### config.mk
export PLATFORM = sky130hd
export DESIGN_NAME = seq_divider
export DESIGN_NICKNAME = d
export VERILOG_FILES = /design/src/rtl/div_pkg.sv /design/src/rtl/div_cond_neg.sv /design/src/rtl/div_step.sv /design/src/rtl/seq_divider.sv
export SDC_FILE = /design/constraint.sdc
export NUM_CORES = 1
export LEC_CHECK = 0
export ABC_AREA = 1
export BUFFER_PORTS_ARGS = -buffer_cell sky130_fd_sc_hd__buf_2
export CAP_MARGIN = 30
export CORE_ASPECT_RATIO = 1.25
export CORE_MARGIN = 5
export CORE_UTILIZATION = 45
export CTS_CLUSTER_DIAMETER = 200
export CTS_CLUSTER_SIZE = 12
export DETAILED_ROUTE_END_ITERATION = 6
export PLACE_DENSITY = 0.66
export SETUP_SLACK_MARGIN = 0.05
export SYNTH_ARGS = -nofsm -noshare
export SYNTH_HDL_FRONTEND = slang
export SYNTH_HIERARCHICAL = 1
export SYNTH_SLANG_ARGS = --single-unit
### constraint.sdc
create_clock -name clk -period 4.6 [get_ports clk]
set_input_delay 0 -clock clk [delete_from_list [all_inputs] [get_ports clk]]
set_output_delay 0 -clock clk [all_outputs]
set_load 0.05 [all_outputs]
### src/rtl/div_pkg.sv
package div_pkg;
  typedef enum logic {
    DIV_IDLE = 1'b0,
    DIV_RUN  = 1'b1
  } div_state_e;
endpackage

### src/rtl/div_cond_neg.sv
// Two's complement negation of a value when neg_i is set.
module div_cond_neg #(
  parameter int W = 32
) (
  input  logic [W-1:0] val_i,
  input  logic         neg_i,
  output logic [W-1:0] val_o
);
  always_comb begin
    if (neg_i) val_o = ~val_i + W'(1);
    else       val_o = val_i;
  end
endmodule

### src/rtl/div_step.sv
// One restoring iteration: trial subtraction, then keep or restore.
module div_step #(
  parameter int N = 32
) (
  input  logic [N:0]   part_i,
  input  logic [N-1:0] dvs_i,
  output logic         qbit_o,
  output logic [N-1:0] rest_o
);
  logic [N+1:0] trial;

  always_comb begin
    trial  = {1'b0, part_i} - {2'b00, dvs_i};
    qbit_o = ~trial[N+1];
    // a negative trial puts the partial remainder back unchanged
    rest_o = qbit_o ? trial[N-1:0] : part_i[N-1:0];
  end
endmodule

### src/rtl/seq_divider.sv
module seq_divider
  import div_pkg::*;
#(
  parameter int N = 32
) (
  input  logic           clk,
  input  logic           rst_n,
  input  logic           start_i,
  input  logic           signed_i,
  input  logic [2*N-1:0] dividend_i,
  input  logic [N-1:0]   divisor_i,
  output logic           busy_o,
  output logic           done_o,
  output logic           err_o,
  output logic [N-1:0]   res_hi_o,
  output logic [N-1:0]   res_lo_o
);
  localparam int DW = 2 * N;
  localparam int CW = $clog2(N + 1);

  div_state_e    state_q, state_d;
  logic [CW-1:0] cnt_q, cnt_d;
  logic [DW-1:0] rem_q, rem_d;
  logic [N-1:0]  dvs_q, dvs_d;
  logic          sgn_q, sgn_d;
  logic          negq_q, negq_d;
  logic          negr_q, negr_d;
  logic          ovf_q, ovf_d;
  logic          done_q, done_d;
  logic          err_q, err_d;
  logic [N-1:0]  hi_q, hi_d;
  logic [N-1:0]  lo_q, lo_d;

  logic          dd_neg, dv_neg;
  logic [DW-1:0] dd_mag;
  logic [N-1:0]  dv_mag;
  logic          first, last;
  logic [N:0]    part;
  logic          step_q;
  logic [N-1:0]  step_rest;
  logic [DW-1:0] rem_step;
  logic [N-1:0]  quo_fix, rem_fix;
  logic          range_err;

  // operand magnitudes
  assign dd_neg = signed_i & dividend_i[DW-1];
  assign dv_neg = signed_i & divisor_i[N-1];

  div_cond_neg #(.W(DW)) u_dd_mag (.val_i(dividend_i), .neg_i(dd_neg), .val_o(dd_mag));
  div_cond_neg #(.W(N))  u_dv_mag (.val_i(divisor_i),  .neg_i(dv_neg), .val_o(dv_mag));

  // iteration datapath
  assign first = (cnt_q == '0);
  assign last  = (cnt_q == CW'(N));
  assign part  = first ? {1'b0, rem_q[DW-1:N]} : rem_q[DW-1:N-1];

  div_step #(.N(N)) u_step (
    .part_i (part),
    .dvs_i  (dvs_q),
    .qbit_o (step_q),
    .rest_o (step_rest)
  );

  // the leading pass only tests for overflow, it does not shift
  assign rem_step = first ? {step_rest, rem_q[N-1:0]}
                          : {step_rest, rem_q[N-2:0], step_q};

  // sign restoration
  div_cond_neg #(.W(N)) u_q_fix (.val_i(rem_step[N-1:0]),  .neg_i(negq_q), .val_o(quo_fix));
  div_cond_neg #(.W(N)) u_r_fix (.val_i(rem_step[DW-1:N]), .neg_i(negr_q), .val_o(rem_fix));

  // signed quotient magnitude must fit: 2^(N-1) allowed only when negative
  assign range_err = sgn_q & rem_step[N-1] & (~negq_q | (|rem_step[N-2:0]));

  always_comb begin
    state_d = state_q;
    cnt_d   = cnt_q;
    rem_d   = rem_q;
    dvs_d   = dvs_q;
    sgn_d   = sgn_q;
    negq_d  = negq_q;
    negr_d  = negr_q;
    ovf_d   = ovf_q;
    done_d  = 1'b0;
    err_d   = err_q;
    hi_d    = hi_q;
    lo_d    = lo_q;
    case (state_q)
      DIV_IDLE: begin
        if (start_i) begin
          state_d = DIV_RUN;
          cnt_d   = '0;
          rem_d   = dd_mag;
          dvs_d   = dv_mag;
          sgn_d   = signed_i;
          negq_d  = dd_neg ^ dv_neg;
          negr_d  = dd_neg;
          ovf_d   = 1'b0;
        end
      end
      DIV_RUN: begin
        rem_d = rem_step;
        cnt_d = cnt_q + 1'b1;
        if (first) ovf_d = step_q;
        if (last) begin
          state_d = DIV_IDLE;
          done_d  = 1'b1;
          err_d   = ovf_q | range_err;
          hi_d    = rem_fix;
          lo_d    = quo_fix;
        end
      end
      default: state_d = DIV_IDLE;
    endcase
  end

  always_ff @(posedge clk or negedge rst_n) begin
    if (!rst_n) begin
      state_q <= DIV_IDLE;
      cnt_q   <= '0;
      rem_q   <= '0;
      dvs_q   <= '0;
      sgn_q   <= 1'b0;
      negq_q  <= 1'b0;
      negr_q  <= 1'b0;
      ovf_q   <= 1'b0;
      done_q  <= 1'b0;
      err_q   <= 1'b0;
      hi_q    <= '0;
      lo_q    <= '0;
    end else begin
      state_q <= state_d;
      cnt_q   <= cnt_d;
      rem_q   <= rem_d;
      dvs_q   <= dvs_d;
      sgn_q   <= sgn_d;
      negq_q  <= negq_d;
      negr_q  <= negr_d;
      ovf_q   <= ovf_d;
      done_q  <= done_d;
      err_q   <= err_d;
      hi_q    <= hi_d;
      lo_q    <= lo_d;
    end
  end

  assign busy_o   = (state_q == DIV_RUN);
  assign done_o   = done_q;
  assign err_o    = err_q;
  assign res_hi_o = hi_q;
  assign res_lo_o = lo_q;
endmodule

==> key figures, run 1 <==
Status
  – Outcome: completed

Yosys
  – Register bit total from synthesis: 173
  – Library cells used by synthesis: 46
  – Compound-Gate Fraction of Synth Area: 0.0741
  – Synth Warn #: 6
  – Post-synthesis mux area share: 0
  – Fraction of registers with async set/reset: 1.00
  – Number of synthesized flops with an enable pin: 0
  – Sequential area share after synthesis: 0.256
  – Area of the mapped netlist: roughly 17000 µm²
  – Syn Area/Cell: about 6 µm²
  – Synth Area in XOR/XNOR: 0.0475
  – Combinational family with the most area after synthesis: simple AND/OR/NAND/NOR gates
  – Synth Flop Type: dfrtp_1
  – Top-area cell type share of the netlist area: 0.276
  – Adder-cell area share of the yosys netlist: 0.0293
  – Syn_nets: about 3000
  – Synth Area in Simple Gates: 0.484
  – Largest area contributor in the netlist: nand2_1
  – Dominant cells by area after synthesis: nand2_1 28%, dfrtp_1 26%, inv_1 7.7%, nor2_1 6.3%, nand3_1 5.3%
  – Syn Inst Count: 2838

Timing
  – Worst-margin pin slew: 0.961 ns
  – Clock skew: around 0.013 ns
  – Crit path time final: approximately 4.2 ns
  – Final setup violation count: 0
  – Setup TNS Final: 0 ns
  – RSZ-0062 raised after global routing: yes
  – Period utilisation layout: 0.924
  – Slew Limit Headroom: 0.358
  – Final slew viol count: 0
  – Fmax: 235 MHz
  – Final setup margin: ~0.35 ns
  – Hold Violations, Final: 0

Pwr
  – Comb power frac: 0.760
  – Internal power: a little over 7 mW
  – PD cells: between 900 and 1000 nW/µm²
  – Switching Share: 0.593
  – Psw: around 11 mW
  – Total power: roughly 18 mW
  – Register share of total power: 0.151
  – Clock power share: 0.089
  – Leak: 10.5 nW
  – Worst vdd ir: 556 µV

Placed design
  – Post-DP HPWL: approximately 53 mm
  – Gpl congestion: between 0.9 and 1
  – Post-place setup slack: -0.0315 ns
  – Port Buffers: approximately 170
  – Cell Area, Placed: around 18000 µm²

Critical path
  – Crit-path max cell delay: about 0.46 ns
  – Setup crit start kind: register
  – Worst EP arrival: 4.61 ns
  – Crit-path max FO: 17
  – Crit-path slowest cell: fa_1
  – Worst Path Required: 4.96 ns
  – Crit path kind: register to register
  – Most used cell, CP: nand2_1
  – CP Capture Type: register

Drt
  – Initial DRC count: 1336
  – Post-route ant nets: 0
  – Post-route DRC violation count: 0
  – Vias/cell: roughly 5.2
  – Top sig layer: met4
  – Wire per inst: about 18 µm
  – DRT met1 WL: 24.4 mm
  – Metal3 WL: approximately 2.5 mm
  – DR vias: 18497
  – Met2 routed WL: 33.8 mm
  – Detailed Route WL: around 65 mm
  – Initial DRT Pass Iterations: 6

Die
  – Chip width: ~180 µm
  – Site Rows: 79
  – Core area: roughly 37000 µm²
  – Die H: approximately 230 µm
  – Initial Util: 0.455
  – Total die area: 41600 µm²
  – Io pins: 167

Layout
  – Filler Cell Count: 3937
  – Ant diodes: 0
  – Syn-to-layout area delta: 16.0%
  – Final-stage net count: about 3200
  – Layout cells sized above 1: 0.138
  – Post-Layout Inst Area: 19600 µm²

Clock network
  – CTS tree: done
  – Clock Latency Late Sink: 0.47 ns
  – Clock transition at path regs: around 0.080 ns
  – H-Tree Depth: 4
  – Clock buffer depth: 2
  – Clock sinks: ~170
  – Clock Tree Root: clkbuf_16
  – TritonCTS Buffers: 17

GRT
  – Vias in the first global route: approximately 18000
  – First-pass GRT wire length: roughly 100 mm
  – Initial antenna violation count: 0
  – Total grt overflow: 0
  – Gr usage total: 0.313
  – Largest net degree at the start of global routing: 70

Hold path
  – Worst min path class: primary input to register

Flow run
  – Max_cap viols: 0
==> layout by cell type, fill, tap and decap left out, types with 3 or more instances in the layout <==
cell           Yosys  layout
nand4_1           38      38
clkbuf_16          0      17
nor2_8             6       6
nand2_4            7       8
nand2_2           21      30
o21ai_4            6       8
o21ai_0           74      52
o221ai_1          30      30
xor2_1            50      50
buf_2             34     165
inv_8              0       3
bufinv_16          0       3
xnor2_1           40      40
a21oi_1           30      30
inv_6              3       7
nand3_2           13      13
ha_2               0       4
dfrtp_1          173     173
and2_1            10      10
nand3_4            4       4
nor2_2            36      41
nor2_4            29      30
inv_1            349     346
o21bai_1           4       4
ha_1              38      34
nand3b_1          14      14
inv_2             10      13
buf_4             12      32
dlygate4sd3_1      0      62
nand3_1          180     180
nor3_1             3       3
nor2_1           286     280
nand2_1         1242    1233
o21ai_2           10      16
o21ai_1            9      23
o211ai_1          26      26
buf_6              4       6
==> registers in the layout, indices dropped and copies added, names as in the netlist, 6 cells and up <==
signal and cells:
res_hi_o 32, dvs_q 32, res_lo_o 32, rem_q 64
cnt_q 6
==> through the flow <==
| stage | utilization | std cells | hold WS, ns |
|---|---|---|---|
| floorplan | - | 2838 | -0.296 |
| global placement | 0.489 | 3440 | 0.0667 |
| detailed placement | 0.491 | 3443 | 0.0676 |
| CTS | 0.524 | 3536 | 0.00224 |
| global route | 0.528 | 3539 | 0.0152 |
| finish | 0.528 | 3539 | 0.0230 |
==> cell usage after synthesis, types with 3 or more instances <==
master / count
nand2_1: 1242
nand3_1: 180
o221ai_1: 30
xnor2_1: 40
nor3_1: 3
buf_2: 34
nor2_2: 36
nand3_2: 13
nand2_2: 21
xor2_1: 50
o21ai_0: 74
buf_1: 8
o21ai_1: 9
nand2_4: 7
nand4_1: 38
o21ai_4: 6
o211ai_1: 26
nor2_8: 6
clkbuf_1: 27
buf_4: 12
inv_1: 349
nor2_1: 286
buf_6: 4
inv_6: 3
o21ai_2: 10
and2_1: 10
dfrtp_1: 173
nor2_4: 29
nand3_4: 4
inv_2: 10
nand3b_1: 14
o21bai_1: 4
ha_1: 38
a21oi_1: 30
==> metal layers <==
metal	vias up	track usage
met4	0	0.183
li1	9183	-
met1	8571	0.346
met2	579	0.576
met5	-	0
met3	164	0.0343
==> power groups by stage <==
stage	Clock [mW]	Sequential (mW)	Combinational, mW
after floorplan	0	3.42	8.58
after global placement	0	2.73	12.9
after detailed placement	0	2.70	13.1
after CTS	1.61	2.69	13.2
after global routing	1.68	2.77	14.9
final	1.59	2.69	13.6
==> worst max-delay path, delay by kind of cell (launching register included) <==
family / cells / cell delay [ns]
flops: 1 / 0.41
fa+ha+maj: 3 / 0.83
buf+inv: 4 / 0.48
simple gates: 17 / 1.92
xor+xnor: 1 / 0.16
compound gates: 2 / 0.34
==> layout make-up <==
type | instances | area [µm²] | share of cell area
Tap cell | 486 | 608 | 0.0310
Inverter | 363 | 1380 | 0.0702
Multi-Input combinational cell | 2216 | 10900 | 0.553
Clock buffer | 17 | 425 | 0.0217
Sequential cell | 173 | 4330 | 0.221
Clock inverter | 15 | 204 | 0.0104
Timing Repair Buffer | 269 | 1840 | 0.0936
==> cell families (layout without fill, tap and decap cells) <==
| kind of cell | after synthesis | in the layout |
|---|---|---|
| and+or+nand+nor | 1894 | 1895 |
| buffers and inverters | 450 | 664 |
| AOI/OAI and AO/OA | 191 | 191 |
| DFF | 173 | 173 |
| xor gates and xnor gates | 91 | 91 |
| adders and majority gates | 39 | 39 |
==> path summary, 6_finish.rpt <==
path / from / end / slack, ns / depth (start not counted)
max: cnt_q[0] / res_hi_o[22] / 0.35 / 27
min: dividend_i[42] / rem_q[42] / 0.02 / 6
max reg2reg: cnt_q[0] / res_hi_o[22] / 0.35 / 27
min reg2reg: res_lo_o[2] / res_lo_o[2] / 0.47 / 2
max in group asynchronous: rst_n / rem_q[54] / 3.27 / 3
min in group asynchronous: rst_n / rem_q[7] / 0.14 / 2
==> what timing repair did <==
| action | CTS | global route |
|---|---|---|
| cloned | 0 | 1 |
| setup buffers | 0 | 1 |
| gates resized for setup | 1 | 58 |
| pin swaps | 0 | 2 |
| endpoints found under the hold margin | 128 | 1 |
| endpoints found under the setup margin | 25 | 58 |
| hold buffers | 61 | 1 |
(Power assumes the default switching activity.)
==> inputs of run 2 (changes only) <==
--- a/config.mk
+++ b/config.mk
@@ -14,7 +14,9 @@
 export CTS_CLUSTER_DIAMETER = 200
 export CTS_CLUSTER_SIZE = 12
 export DETAILED_ROUTE_END_ITERATION = 6
+export MAX_ROUTING_LAYER = met4
 export PLACE_DENSITY = 0.66
+export RECOVER_POWER = 100
 export SETUP_SLACK_MARGIN = 0.05
 export SYNTH_ARGS = -nofsm -noshare
 export SYNTH_HDL_FRONTEND = slang
==> run 2 against run 1 <==
  * The flow now finishes with violations (capacitance limit, slew limit)
  * Critical path depth unchanged
  * Critical endpoint is now res_hi_o[31]
  * First-iteration DRC count increased by 11%
  * Total power fell by 3.5%
  * Worst setup slack worse by 0.036 ns
  * Fmax shrank 0.83%
  * Via count hardly changed
==> key figures, run 2 (synthesis gave the netlist of run 1 again) <==
Drt
  – Initial DRC count: 1478
  – Wire per inst: approximately 17 µm
  – Vias/cell: 5.25
  – Post-route ant nets: 0
  – DR vias: around 19000
  – Detailed Route WL: 61.7 mm
  – Initial DRT Pass Iterations: 7
  – Post-route DRC violation count: 0

Critical path
  – Crit path kind: register to register
  – Buf+Inv Stages, Crit Path: 4
  – Worst Path Required: 4.97 ns
  – R2R setup slack: approximately 0.32 ns
  – Crit-path max FO: 17
  – Crit-path max cell delay: approximately 0.41 ns
  – Number of cells on the worst reg-to-reg path: 27
  – Worst EP arrival: between 4 and 5 ns
  – CP top delay family: simple AND/OR/NAND/NOR gates
  – Reg2reg start: cnt_q[0]
  – CP Capture Type: register
  – Crit-path slowest cell: dfrtp_1
  – Setup crit start kind: register
  – Reg-to-reg endpoint: res_hi_o[31]
  – Worst setup path start: cnt_q[0]
  – Most used cell, CP: nand2_1

Timing
  – Clock skew: about 0.017 ns
  – Crit path time final: approximately 4.3 ns
  – Period utilisation layout: 0.931
  – Hold_ws: 0.00798 ns
  – Final setup margin: ~0.32 ns
  – Hold Violations, Final: 0
  – Slew Limit Headroom: -1.43
  – Final slew viol count: between 150 and 200
  – Setup TNS Final: 0 ns
  – Fmax: 233 MHz
  – Final setup violation count: 0
  – Worst-margin pin slew: 3.65 ns
  – RSZ-0062 raised after global routing: yes

Clock network
  – H-Tree Depth: 4
  – Clock Tree Root: clkbuf_16
  – CTS tree: done
  – Clock transition at path regs: roughly 0.080 ns
  – Clock sinks: ~170
  – Clock Latency Late Sink: 0.47 ns
  – TritonCTS Buffers: 17
  – Clock buffer depth: 2

Die
  – Die H: 227 µm
  – Initial Util: 0.455
  – Io pins: 167
  – Total die area: between 40000 and 50000 µm²
  – Site Rows: 79
  – Core area: 37200 µm²
  – Chip width: roughly 180 µm

Pwr
  – Leak: 10.2 nW
  – Worst vdd ir: ~390 µV
  – PD cells: 892 nW/µm²

Layout
  – Max reg flops: 64
  – Largest Register: rem_q
  – Layout cells sized above 1: 0.105
  – Final-stage net count: 3167
  – Ant diodes: 0
  – Most common cell after layout, fill and taps aside: nand2_1
  – Commonest non-fill, non-tap cells in the layout: 1241 x nand2_1, 349 x inv_1, 287 x nor2_1, 181 x nand3_1, 173 x dfrtp_1
  – Area occupied by multi-input gates: between 10000 and 15000 µm²
  – Filler Cell Count: just over 4000
  – FF+latch area: about 4300 µm²
  – Syn-to-layout area delta: 14.1%

GRT
  – Largest net degree at the start of global routing: 78
  – Total grt overflow: 0
  – Vias in the first global route: ~18000
  – First-pass GRT wire length: about 97 mm
  – Gr usage total: 0.304
  – Initial antenna violation count: 0

Flow run
  – Max_cap viols: 4

Placed design
  – Post-place setup slack: roughly 0.019 ns
  – Post-DP HPWL: 49.5 mm
  – Gpl congestion: between 0.9 and 1
  – Port Buffers: around 170

Hold path
  – Hold Crit Start: dividend_i[23]
  – Hold endpoint: rem_q[23]
  – Worst min path class: primary input to register
  – Hold Path Depth: 4

Status
  – Violated checks: capacitance limit, slew limit
  – Outcome: finished, violations left
==> run 2: cell count changes in the layout (fill, tap and decap cells not counted), sizes merged <==
cell	delta
buf	-84
clkbuf	+74
clkinv	+5
bufinv	-3
dlygate4sd3	-3
clkinvlp	-2
dlygate4sd2	+1
nand2	-1
nand3	+1
==> run 2: per-stage QoR <==
stage	utilization	total power, mW	cell area, µm²	cells
detailed placement	0.489	15.5	18200	3432
global placement	0.487	15.4	18100	3430
floorplan	-	12.0	16900	2838
finish	0.520	17.2	19300	3527
global route	0.520	18.7	19300	3527
CTS	0.521	17.1	19300	3523
==> run 2: layer usage <==
metal,part of all wire,vias to the layer above,GRT usage
li1,-,9162,-
met1,0.39,8593,0.330
met2,0.51,571,0.544
met3,0.037,178,0.0265
met4,0.064,0,0.170
met5,0,-,-
==> run 2: cell type report <==
| class | count | share of cell area |
|---|---|---|
| multi-input cells | 2216 | 0.558 |
| flip-flops and latches | 173 | 0.224 |
| repair buffers | 257 | 0.0839 |
| inverters | 363 | 0.0713 |
| well taps | 486 | 0.0315 |
| clock buffers | 17 | 0.0220 |
| clock inverters | 15 | 0.00868 |
==> run 2: timing repair <==
item,4_1_cts,5_1_grt
pin swaps,0,5
endpoints found under the hold margin,134,0
resized for setup,2,48
hold buffers,59,0
setup buffers,0,3
gates cloned,0,1
endpoints found under the setup margin,11,58
==> run 2: worst max-delay path by stage <==
| stage | slack [ns] | end | cells past startpoint |
|---|---|---|---|
| 2_1_floorplan | 0.60 | res_lo_o[16] | 30 |
| 3_3_place_gp | -0.00005 | res_hi_o[28] | 27 |
| 3_5_place_dp | 0.02 | res_hi_o[28] | 27 |
| 4_1_cts | 0.06 | res_hi_o[18] | 27 |
| 5_1_grt | 0.03 | res_hi_o[28] | 27 |
| 6_report | 0.32 | res_hi_o[31] | 27 |
==> run 2: worst min-delay path, delay by kind of cell <==
kind | cells | cell delay (ns)
simple gates | 1 | 0.08
xor+xnor | 1 | 0.18
buf+inv | 1 | 0.11
compound gates | 1 | 0.07
==> run 2: where the power goes <==
group,switching [mW],leakage [nW],internal [mW]
registers,0.453,2.14,2.27
logic,9.14,7.77,3.88
clock network,0.754,0.293,0.731
==> inputs of run 3 (changes only) <==
--- a/config.mk
+++ b/config.mk
@@ -10,12 +10,12 @@
 export CAP_MARGIN = 30
 export CORE_ASPECT_RATIO = 1.25
 export CORE_MARGIN = 5
-export CORE_UTILIZATION = 45
+export CORE_UTILIZATION = 62
 export CTS_CLUSTER_DIAMETER = 200
 export CTS_CLUSTER_SIZE = 12
 export DETAILED_ROUTE_END_ITERATION = 6
 export MAX_ROUTING_LAYER = met4
-export PLACE_DENSITY = 0.66
+export PLACE_DENSITY = 0.86
 export RECOVER_POWER = 100
 export SETUP_SLACK_MARGIN = 0.05
 export SYNTH_ARGS = -nofsm -noshare
==> run 3 against run 2 <==
  * The flow finishes with violations (DRC, hold timing, capacitance limit, slew limit)
  * First-iteration DRC count rose by 29%
  * Worst setup slack got worse by 0.029 ns
  * Sequential share of layout area rose by 0.42 points
  * Fmax fell by 0.68%
  * Core utilization rose by 18 points
  * Sequential power fell by 1%
  * Combinational power barely moved
  * Worst hold slack got worse by 0.014 ns
  * Highest routed layer unchanged
==> key figures, run 3 (synthesis gave the netlist of run 1 again) <==
Status
  – Outcome: finished, violations left
  – Violated checks: DRC, hold timing, capacitance limit, slew limit

Clock network
  – Clock sinks: 173
  – Clock buffer depth: 2
  – Clock transition at path regs: about 0.070 ns
  – H-Tree Depth: 4
  – Clock Tree Root: clkbuf_16
  – Clock Latency Late Sink: around 0.45 ns
  – TritonCTS Buffers: 17
  – CTS tree: done

Pwr
  – PD cells: a little over 900 nW/µm²
  – Total power: between 15 and 20 mW
  – Leak: roughly 10 nW
  – Worst vdd ir: between 700 and 800 µV

Hold path
  – Worst min path class: primary input to register

GRT
  – Vias in the first global route: between 15000 and 20000
  – Largest net degree at the start of global routing: 85
  – Gr usage total: 0.390
  – Total grt overflow: 0
  – Initial antenna violation count: 0
  – First-pass GRT wire length: about 90 mm

Layout
  – Most common cell after layout, fill and taps aside: nand2_1
  – Syn-to-layout area delta: 12.0%
  – FF+latch area: approximately 4300 µm²
  – Area occupied by multi-input gates: 10700 µm²
  – Filler Cell Count: ~2500
  – Ant diodes: 0
  – Commonest non-fill, non-tap cells in the layout: 1244 x nand2_1, 348 x inv_1, 291 x nor2_1, 186 x nand3_1, 173 x dfrtp_1
  – Max reg flops: 64
  – Layout cells sized above 1: 0.0999
  – Final-stage net count: 3160
  – Largest Register: rem_q

Critical path
  – Crit-path max FO: 14
  – Setup crit start kind: register
  – Worst EP arrival: approximately 4.7 ns
  – CP Capture Type: register
  – Crit path kind: register to register
  – Worst Path Required: roughly 4.9 ns

Timing
  – Fmax: between 200 and 250 MHz
  – Hold Violations, Final: 2
  – Worst-margin pin slew: roughly 3.7 ns
  – Setup TNS Final: 0 ns
  – Crit path time final: roughly 4.3 ns
  – Hold_ws: -0.00624 ns
  – Final setup violation count: 0
  – Final slew viol count: just under 200
  – Period utilisation layout: 0.938
  – Clock skew: roughly 0.017 ns
  – Final setup margin: ~0.29 ns
  – RSZ-0062 raised after global routing: no
  – Slew Limit Headroom: -1.45

Placed design
  – Port Buffers: between 150 and 200
  – Gpl congestion: between 1 and 1.5
  – Post-DP HPWL: about 47 mm
  – Post-place setup slack: ~0.09 ns

Drt
  – Detailed Route WL: roughly 60 mm
  – Initial DRC count: 1907
  – Vias/cell: approximately 5.6
  – DR vias: around 19000
  – Post-route ant nets: 0
  – Initial DRT Pass Iterations: 7
  – Post-route DRC violation count: 5
  – Wire per inst: roughly 18 µm

Die
  – Site Rows: between 60 and 70
  – Chip width: ~160 µm
  – Io pins: between 150 and 200
  – Die H: 195 µm
  – Core area: roughly 27000 µm²
  – Initial Util: 0.629
  – Total die area: a little over 30000 µm²

Flow run
  – Max_cap viols: 4
[run 3: what timing repair did]
item / 4_1_cts / 5_1_grt
pin swaps: 0 / 8
buffers inserted: 0 / 7
endpoints found under the hold margin: 123 / 0
setup endpoints to repair: 4 / 42
gates resized for setup: 1 / 20
hold buffers: 41 / 0
[run 3: layout make-up]
cell class                      instances  area share
Clock inverter                         14      0.0106
Timing Repair Buffer                  251      0.0800
Tap cell                              345      0.0228
Multi-Input combinational cell       2215       0.563
Inverter                              363      0.0727
Clock buffer                           18      0.0226
Sequential cell                       173       0.228
[run 3: per-stage QoR]
step | utilization | cell area, µm² | hold slack (ns) | std cells
final | 0.704 | 18900 | -0.00624 | 3379
after global routing | 0.704 | 18900 | 0.0142 | 3379
after CTS | 0.710 | 19100 | 0.00417 | 3372
after detailed placement | 0.672 | 18100 | 0.0953 | 3299
after floorplan | - | 16900 | -0.296 | 2838
after global placement | 0.669 | 18000 | 0.0910 | 3296
[run 3: where the power goes]
part	switching, mW	internal [mW]
clock network	0.725	0.836
logic	9.10	3.90
registers	0.412	2.27
[run 3: routing by layer]
layer | vias up | share of wire | global-route usage
met5 | - | 0 | -
met4 | 0 | 0.088 | 0.284
met3 | 300 | 0.063 | 0.0472
met2 | 928 | 0.50 | 0.665
met1 | 8695 | 0.35 | 0.408
li1 | 9150 | - | -
[run 3: final timing paths]
kind,from,to,slack [ns],cells past startpoint
max,cnt_q[0],res_lo_o[16],0.29,27
min,dividend_i[40],rem_q[40],-0.006,5
max reg2reg,cnt_q[0],res_lo_o[16],0.29,27
min reg2reg,res_lo_o[23],res_lo_o[23],0.47,2
max in group asynchronous,rst_n,rem_q[50],0.76,3
min in group asynchronous,rst_n,rem_q[11],1.48,2
[run 3: critical path, cell delays in order (launching register included)]
cell and delay [ns]:
dfrtp_1 0.38, inv_1 0.08, ha_1 0.24, nand3_4 0.14, inv_1 0.10, buf_6 0.15, o21ai_0 0.36, ha_1 0.32
nand2_1 0.12, inv_1 0.05, nand2_1 0.06, nand2_1 0.09, a21oi_2 0.16, nor2_1 0.09, nor2_4 0.19, nand2_8 0.08
inv_1 0.08, nand2_1 0.07, o21ai_2 0.11, inv_1 0.09, inv_1 0.08, ha_1 0.19, nand2_1 0.14, o21ai_1 0.43
nand2_1 0.12, xor2_1 0.15, nand2_1 0.06, nand2_1 0.06
